===== src/rtl/trap_csr_pkg.sv =====
package trap_csr_pkg;

  localparam logic [11:0] ADDR_SSTATUS = 12'h100;
  localparam logic [11:0] ADDR_SIE     = 12'h104;
  localparam logic [11:0] ADDR_STVEC   = 12'h105;
  localparam logic [11:0] ADDR_SIP     = 12'h144;
  localparam logic [11:0] ADDR_MSTATUS = 12'h300;
  localparam logic [11:0] ADDR_MEDELEG = 12'h302;
  localparam logic [11:0] ADDR_MIDELEG = 12'h303;
  localparam logic [11:0] ADDR_MIE     = 12'h304;
  localparam logic [11:0] ADDR_MTVEC   = 12'h305;
  localparam logic [11:0] ADDR_MIP     = 12'h344;
  localparam logic [11:0] ADDR_VENDOR  = 12'hF11;
  localparam logic [11:0] ADDR_ARCH    = 12'hF12;
  localparam logic [11:0] ADDR_IMPL    = 12'hF13;
  localparam logic [11:0] ADDR_HART    = 12'hF14;

  // Base masks in the low 32 bits; the summary bit position is added per XLEN.
  localparam logic [31:0] STATUS_WR_MASK  = 32'h007E_79AA;
  localparam logic [31:0] SSTATUS_VIEW_LO = 32'h000D_E133;
  localparam logic [31:0] IRQ_ENABLE_MASK = 32'h0000_0AAA;
  localparam logic [31:0] IRQ_DELEG_MASK  = 32'h0000_0222;
  localparam logic [31:0] EXC_DELEG_MASK  = 32'h0000_B3FF;
  localparam logic [31:0] SUP_SW_PEND     = 32'h0000_0002;

  localparam int TIMER_BIT   = 7;
  localparam int EXT_BIT     = 11;
  localparam int SUP_EXT_BIT = 9;

  typedef enum logic [3:0] {
    SEL_ZERO, SEL_MSTATUS, SEL_SSTATUS, SEL_MIE, SEL_SIE, SEL_MIDELEG,
    SEL_MEDELEG, SEL_MTVEC, SEL_STVEC, SEL_MIP, SEL_SIP, SEL_HART
  } rdSel_e;

  typedef struct packed {
    logic   wrMstatus;
    logic   wrSstatus;
    logic   wrMie;
    logic   wrSie;
    logic   wrMideleg;
    logic   wrMedeleg;
    logic   wrMtvec;
    logic   wrStvec;
    logic   wrMip;
    logic   wrSip;
    rdSel_e rdSel;
  } csrCtl_t;

endpackage


===== src/rtl/trap_csr_ctrl.sv =====
module trap_csr_ctrl
  import trap_csr_pkg::*;
(
  input  logic        wrEn,
  input  logic [11:0] addr,
  output csrCtl_t     ctl
);

  always_comb begin
    ctl = '0;
    ctl.rdSel = SEL_ZERO;
    case (addr)
      ADDR_MSTATUS: begin ctl.rdSel = SEL_MSTATUS; ctl.wrMstatus = wrEn; end
      ADDR_SSTATUS: begin ctl.rdSel = SEL_SSTATUS; ctl.wrSstatus = wrEn; end
      ADDR_MIE:     begin ctl.rdSel = SEL_MIE;     ctl.wrMie     = wrEn; end
      ADDR_SIE:     begin ctl.rdSel = SEL_SIE;     ctl.wrSie     = wrEn; end
      ADDR_MIDELEG: begin ctl.rdSel = SEL_MIDELEG; ctl.wrMideleg = wrEn; end
      ADDR_MEDELEG: begin ctl.rdSel = SEL_MEDELEG; ctl.wrMedeleg = wrEn; end
      ADDR_MTVEC:   begin ctl.rdSel = SEL_MTVEC;   ctl.wrMtvec   = wrEn; end
      ADDR_STVEC:   begin ctl.rdSel = SEL_STVEC;   ctl.wrStvec   = wrEn; end
      ADDR_MIP:     begin ctl.rdSel = SEL_MIP;     ctl.wrMip     = wrEn; end
      ADDR_SIP:     begin ctl.rdSel = SEL_SIP;     ctl.wrSip     = wrEn; end
      ADDR_HART:    ctl.rdSel = SEL_HART;
      default:      ctl.rdSel = SEL_ZERO;
    endcase
  end

endmodule


===== src/rtl/trap_csr_dp.sv =====
module trap_csr_dp
  import trap_csr_pkg::*;
#(
  parameter int          XLEN    = 32,
  parameter logic [31:0] HART_ID = 32'h0
) (
  input  logic            clk,
  input  logic            rstN,
  input  csrCtl_t         ctl,
  input  logic [XLEN-1:0] wrData,
  input  logic            irqTimerIn,
  input  logic            irqExtIn,
  input  logic            irqSupExtIn,
  output logic [XLEN-1:0] rdData
);

  localparam logic [XLEN-1:0] SD_BIT     = XLEN'(1) << (XLEN-1);
  localparam logic [XLEN-1:0] M_ST_MASK  = XLEN'(STATUS_WR_MASK);
  localparam logic [XLEN-1:0] S_ST_VIEW  = XLEN'(SSTATUS_VIEW_LO) | SD_BIT;
  localparam logic [XLEN-1:0] IE_MASK    = XLEN'(IRQ_ENABLE_MASK);
  localparam logic [XLEN-1:0] IDEL_MASK  = XLEN'(IRQ_DELEG_MASK);
  localparam logic [XLEN-1:0] EDEL_MASK  = XLEN'(EXC_DELEG_MASK);
  localparam logic [XLEN-1:0] HW_CLAIM   = XLEN'(1) << SUP_EXT_BIT;
  localparam logic [XLEN-1:0] M_SW_PEND  = IDEL_MASK & ~HW_CLAIM;
  localparam logic [XLEN-1:0] S_SW_PEND  = XLEN'(SUP_SW_PEND);

  logic [XLEN-1:0] mstatusQ, mieQ, midelegQ, medelegQ, mtvecQ, stvecQ, mipSwQ;
  logic            hwTimerQ, hwExtQ, hwSupExtQ;

  logic [XLEN-1:0] statusSrc, enableSrc, pendWrMask;
  logic [XLEN-1:0] mstatusView, mipView;
  logic            dirty;

  // Supervisor writes are first merged into the machine image, then share the machine path
  assign statusSrc = ctl.wrSstatus ? ((mstatusQ & ~S_ST_VIEW) | (wrData & S_ST_VIEW)) : wrData;
  assign enableSrc = ctl.wrSie ? ((mieQ & ~midelegQ) | (wrData & midelegQ)) : wrData;

  always_comb begin
    pendWrMask = '0;
    if (ctl.wrMip)      pendWrMask = M_SW_PEND;
    else if (ctl.wrSip) pendWrMask = M_SW_PEND & S_SW_PEND & midelegQ;
  end

  always_ff @(posedge clk) begin
    if (!rstN) begin
      mstatusQ  <= '0;
      mieQ      <= '0;
      midelegQ  <= '0;
      medelegQ  <= '0;
      mtvecQ    <= '0;
      stvecQ    <= '0;
      mipSwQ    <= '0;
      hwTimerQ  <= 1'b0;
      hwExtQ    <= 1'b0;
      hwSupExtQ <= 1'b0;
    end else begin
      if (ctl.wrMstatus || ctl.wrSstatus)
        mstatusQ <= (mstatusQ & ~M_ST_MASK) | (statusSrc & M_ST_MASK);
      if (ctl.wrMie || ctl.wrSie)
        mieQ <= (mieQ & ~IE_MASK) | (enableSrc & IE_MASK);
      if (ctl.wrMideleg)
        midelegQ <= (midelegQ & ~IDEL_MASK) | (wrData & IDEL_MASK);
      if (ctl.wrMedeleg)
        medelegQ <= (medelegQ & ~EDEL_MASK) | (wrData & EDEL_MASK);
      if (ctl.wrMtvec && !wrData[1])
        mtvecQ <= wrData;
      if (ctl.wrStvec && !wrData[1])
        stvecQ <= wrData;
      mipSwQ    <= (mipSwQ & ~pendWrMask) | (wrData & pendWrMask);
      hwTimerQ  <= irqTimerIn;
      hwExtQ    <= irqExtIn;
      hwSupExtQ <= irqSupExtIn;
    end
  end

  assign dirty       = (mstatusQ[14:13] == 2'b11) || (mstatusQ[16:15] == 2'b11);
  assign mstatusView = mstatusQ | (dirty ? SD_BIT : '0);
  assign mipView     = mipSwQ
                     | (XLEN'(hwTimerQ)  << TIMER_BIT)
                     | (XLEN'(hwExtQ)    << EXT_BIT)
                     | (XLEN'(hwSupExtQ) << SUP_EXT_BIT);

  always_comb begin
    case (ctl.rdSel)
      SEL_MSTATUS: rdData = mstatusView;
      SEL_SSTATUS: rdData = mstatusView & S_ST_VIEW;
      SEL_MIE:     rdData = mieQ;
      SEL_SIE:     rdData = mieQ & midelegQ;
      SEL_MIDELEG: rdData = midelegQ;
      SEL_MEDELEG: rdData = medelegQ;
      SEL_MTVEC:   rdData = mtvecQ;
      SEL_STVEC:   rdData = stvecQ;
      SEL_MIP:     rdData = mipView;
      SEL_SIP:     rdData = mipView & midelegQ;
      SEL_HART:    rdData = XLEN'(HART_ID);
      default:     rdData = '0;
    endcase
  end

endmodule


===== src/rtl/trap_csr_bank.sv =====
module trap_csr_bank
  import trap_csr_pkg::*;
#(
  parameter int          XLEN    = 32,
  parameter logic [31:0] HART_ID = 32'h0
) (
  input  logic            clk,
  input  logic            rstN,
  input  logic            wrEn,
  input  logic [11:0]     addr,
  input  logic [XLEN-1:0] wrData,
  input  logic            irqTimerIn,
  input  logic            irqExtIn,
  input  logic            irqSupExtIn,
  output logic [XLEN-1:0] rdData
);

  csrCtl_t ctl;

  trap_csr_ctrl ctrl_i (
    .wrEn (wrEn),
    .addr (addr),
    .ctl  (ctl)
  );

  trap_csr_dp #(.XLEN(XLEN), .HART_ID(HART_ID)) dp_i (
    .clk         (clk),
    .rstN        (rstN),
    .ctl         (ctl),
    .wrData      (wrData),
    .irqTimerIn  (irqTimerIn),
    .irqExtIn    (irqExtIn),
    .irqSupExtIn (irqSupExtIn),
    .rdData      (rdData)
  );

endmodule


===== config.mk =====
export PLATFORM = sky130hd
export DESIGN_NAME = trap_csr_bank
export DESIGN_NICKNAME = d
export VERILOG_FILES = /design/src/rtl/trap_csr_pkg.sv /design/src/rtl/trap_csr_ctrl.sv /design/src/rtl/trap_csr_dp.sv /design/src/rtl/trap_csr_bank.sv
export SDC_FILE = /design/constraint.sdc
export NUM_CORES = 1
export LEC_CHECK = 0
export BUFFER_PORTS_ARGS = -buffer_cell sky130_fd_sc_hd__clkbuf_2
export CELL_PAD_IN_SITES_DETAIL_PLACEMENT = 1
export CELL_PAD_IN_SITES_GLOBAL_PLACEMENT = 1
export CORE_MARGIN = 2
export CORE_UTILIZATION = 25
export CTS_CLUSTER_DIAMETER = 60
export DETAILED_ROUTE_END_ITERATION = 6
export PLACE_DENSITY_LB_ADDON = 0.15
export SLEW_MARGIN = 20
export SYNTH_ARGS = -nofsm -noshare
export SYNTH_HDL_FRONTEND = slang
export SYNTH_SLANG_ARGS = --single-unit
export TNS_END_PERCENT = 10

===== constraint.sdc =====
create_clock -name clk -period 2.7 [get_ports clk]
set_input_delay 0.27 -clock clk [delete_from_list [all_inputs] [get_ports clk]]
set_output_delay 0.27 -clock clk [all_outputs]
set_load 0.01 [all_outputs]

After elaboration in Yosys (flattened, before gate mapping) --
Cells that the tools add are included.
Word-level totals: bits in registers 227, input port bits 50, output and inout port bits 32, logic and storage cells 75
Operators by class: equal/unequal tests 23, multiplexer cells 17, bitwise gates (word level) 19, reductions and logical operators 6
Operators by type and width (count):
- $pmux 32 s10 | 1
- $and 32x32->32 | 3
- $eq 12x10->1 const B | 6
- $or 32x10->32 | 2
- $or 32x12->32 | 2
- $or 32x32->32 | 2
- $eq 12x9->1 const B | 4
- $pmux 4 s11 | 1
- $and 32x6->32 | 1
- $mux 32 | 1
- $not 32->32 | 1
- $or 32x16->32 | 1
- $or 32x23->32 | 1
- $or 32x8->32 | 1
- $and 12x12->12 | 2
- $mux 23 | 1
- $or 23x20->23 | 1
- $eq 4x3->1 const B | 4
- $eq 12x12->1 const B | 1
- $eq 4x4->1 const B | 3
- $mux 12 | 1
- $not 12->12 | 1
- $or 12x12->12 | 1
- $mux 1 | 10
- other kinds (8) | 13

Logic depth before layout (Yosys ltp) --
depth after elaboration 7, gate-level depth with buffers 8, depth with buffers taken out 4

By module --
A second synthesis with hierarchy kept.
Second synthesis, totals: cell total of the unflattened synthesis 603, area total of the unflattened synthesis 5088.6 µm²
Modules (own cells, without submodules):
- trap_csr_dp | times used 1, cells each 545, area an instance 4695.8 µm², seq. area each 2122.0 µm²
- trap_csr_ctrl | times used 1, cells each 58, area an instance 392.9 µm², seq. area each 0.0 µm²

Worst setup path before layout --
OpenSTA, ideal clock, no wires.
path type input-to-output, start input port addr[4], end output port rdData[0], arrival 1.922 ns, required time 2.430 ns, setup slack 0.508 ns, stages 8, buffers on the path 4, cells stage by stage or3_1 -> clkbuf_1 -> buf_2 -> nor4_1 -> buf_2 -> buf_2 -> a22oi_1 -> nand2_1
On the way: word-level cells in the longest chain between the ends 4, elaborated cells on any way between the ends 23, classes of those cells eq/ne: 21; mux: 2
Ends and longest elaborated chain:
- start: declaration | line trap_csr_bank.sv:10 | input logic [11:0] addr,
- $eq 12x12->1, or another cell as far along | line trap_csr_ctrl.sv:12 | case (addr)
- $pmux 4 s11 * | line trap_csr_ctrl.sv:12
- $eq 4x4->1, or another cell as far along | line trap_csr_dp.sv:84 | case (ctl.rdSel)
- $pmux 32 s10 * | line trap_csr_dp.sv:84
- end: declaration | line trap_csr_bank.sv:15 | output logic [XLEN-1:0] rdData
Every way passes the cells marked *; elsewhere a longest branch is shown, timed or not.

Final worst setup path --
start input port addr[4], end output port rdData[5]
Same word-level chain as after synthesis.

==> impl_results.md <==
- Largest cells by area after synthesis: dfxtp_1 (43%), a21oi_1 (9.0%), nand2_1 (7.1%)
- Postcts setup bufs: 0
- Startpoint Class: primary input
- Syn Nets: 669
- Antenna Violating Nets Remaining: 0
- Pwr/cell area: 519 mW/mm^2
- Overall Global Routing Usage: 18.3%
- Cell row count: 51
- CP Max Fanout: 12
- H-Tree Depth: 3
- Diode count: 0
- RSZ-0062 raised after global routing: no
- Vias per inst: 5.21
- Final Setup Violations: 0
- Syn Area/Cell: 8.01 sq um
- CTS max path bufs: 2
- Worst Hold Class: in2reg
- Worst skew pair latency: 360 ps
- DP HPWL: 12.3 mm
- Yosys reg bits: 106
- First-pass GRT wire length: 29.4 mm
- Die Ht: 145 um
- Worst r2r src: dp_i.midelegQ[1]
- Post-Route Utilization: 31.0%
- Final global-route overflow total: 0
- Gate count of the mapped netlist: 619
- Final hold vios: 0
- Most common cell after layout, fill and taps aside: dfxtp_1
- Sink Count: 106
- Max IR drop VDD: 0.270 mV
- Largest net degree at the start of global routing: 63
- Via Count: 4,972
- Crit path DAT: 2160 ps
- Layout cells sized above 1: 20.7%
- Critical path type: in2out
- Final Skew: 5.95 ps
- Upper clock frequency limit: 0.411 GHz
- Most used DFF post-synth: dfxtp_1
- DRT Pass-1 Iters: 4
- Synth warn: 0
- Worst-margin pin slew: 622 ps
- FILL cells: 2,337
- Yosys top cell area share: 42.8%
- # hold bufs at CTS: 0
- GPL Wtd Cong: 0.821
- Most frequent cells in the layout: dfxtp_1 (106), nand2_1 (94), a21oi_1 (89), clkbuf_2 (81), nand3_1 (56)
- Fin. max-slew vios: 0
- Normalized max-slew margin: 58.5%
- Yosys cell types: 50
- Drt drc: 0
- CTS tree: built
- Final wirelength: 18.6 mm
- Area of the multi-input gates: 0.00254 sq mm
- Clock Pin Slew Worst Setup and Hold Paths: 70 ps
- Crit share post-route: 90.0%
- Std-Cell Core Area: 0.0195 sq mm
- Total CTS buffers: 9
- Max cap viols: 0
- Port bufs: 81
- Synth Cell Area: 0.00496 sq mm
- Root buffer cell: clkbuf_16
- DIE AREA: 0.0210 sq mm
- Status: finished clean
- Die X: 145 um
- Req. time, crit path: 2430 ps
- Sequential area share after synthesis: 42.8%
- EDFF count, synth: 0
- Initial drt markers: 269
- Critical path endpoint category: output port
- Io pins: 82
- Min cycle time layout: 2430 ps
- Fin Setup TNS: 0 ps
- Ys async rst share: 0%
- FF+latch area: 0.00212 sq mm
- Final net count: 735
- # resized after CTS: 0
- Initial antenna violation count: 0
- Vias in the first global route: 5,147
- Initial Util: 25.5%
- Synth area leader: dfxtp_1
- DR WL/cell: 19.5 um
- Critical path startpoint: addr[4]
- Min-delay src: irqExtIn
- Area grow syn2layout: 21.5%
- Pleak: 0.00219 uW
layout make-up:
cell class / instances / area share [%]
multi-input cells: 445 / 42.2
repair buffers: 113 / 11.5
clock inverters: 6 / 1.10
inverters: 10 / 0.623
well taps: 265 / 5.50
clock buffers: 10 / 3.80
flip-flops and latches: 106 / 35.2
cells in the mapped netlist, types with 4 or more instances:
cell and number:
dfxtp_1 106, nand2_1 94, a21oi_1 89, nand3_1 56, o21ai_0 41, clkbuf_1 40
a22oi_1 17, and3_1 14, a21boi_0 13, o21a_1 13, o21ai_1 13, buf_2 12
a22o_1 10, inv_1 9, nor4_1 9, a222oi_1 8, nand4_1 7, nor2_1 6
buf_6 5, nand2b_1 5, and2_1 4, mux2i_1 4
stage by stage:
| step | instances | power (uW) | hold slack, ps | area [sq um] | setup slack (ps) |
|---|---|---|---|---|---|
| final | 955 | 3130 | 120 | 6020 | 269 |
| after global routing | 955 | 3250 | 107 | 6020 | 185 |
| after CTS | 955 | 3170 | 108 | 6020 | 268 |
| after detailed placement | 939 | 1810 | 430 | 5730 | 263 |
| after global placement | 939 | 1810 | 428 | 5730 | 280 |
| after floorplan | 619 | 1690 | 397 | 4960 | 508 |
registers in the layout, summed over array words and instances (netlist names):
| register | flops |
|---|---|
| dp_i.hwExtQ | 1 |
| dp_i.hwSupExtQ | 1 |
| dp_i.hwTimerQ | 1 |
| dp_i.medelegQ | 13 |
| dp_i.midelegQ | 3 |
| dp_i.mieQ | 6 |
| dp_i.mipSwQ | 2 |
| dp_i.mstatusQ | 15 |
| dp_i.mtvecQ | 32 |
| dp_i.stvecQ | 32 |
final timing paths:
path,slack [ps],depth (start not counted),endpoint
worst min register to register,440,2,dp_i.stvecQ[1]
worst max-delay path,270,6,rdData[5]
worst min-delay path,120,2,dp_i.hwExtQ
worst max register to register,1470,4,dp_i.mipSwQ[1]
logic make-up after synthesis:
family / count (synthesis) / synth area share [%]
flip-flops: 106 / 42.8
multiplexers: 4 / 0.808
AND/OR/NAND/NOR: 228 / 24.2
buffers and inverters: 68 / 6.21
AO/OA/AOI/OAI: 213 / 26.0
report_power, final:
part	total, uW	internal [uW]	switching, uW
Combinational	202	60.4	142
Clock	1360	725	635
Sequential	1560	1560	0.908
layer usage:
| layer | global-route usage, % | part of all wire (%) | vias up |
|---|---|---|---|
| li1 | - | - | 2380 |
| met5 | 0 | 0 | - |
| met1 | 24.6 | 48 | 2488 |
| met2 | 30.6 | 47 | 90 |
| met3 | 3.52 | 4.0 | 14 |
| met4 | 3.93 | 1.1 | 0 |
worst max-delay path, stage by stage:
cell and delay, ps:
clkbuf_2 90, or3_1 610, or4_1 630, o221a_1 290, nand3_1 110, clkbuf_2 140
(Power assumes the default switching activity.)
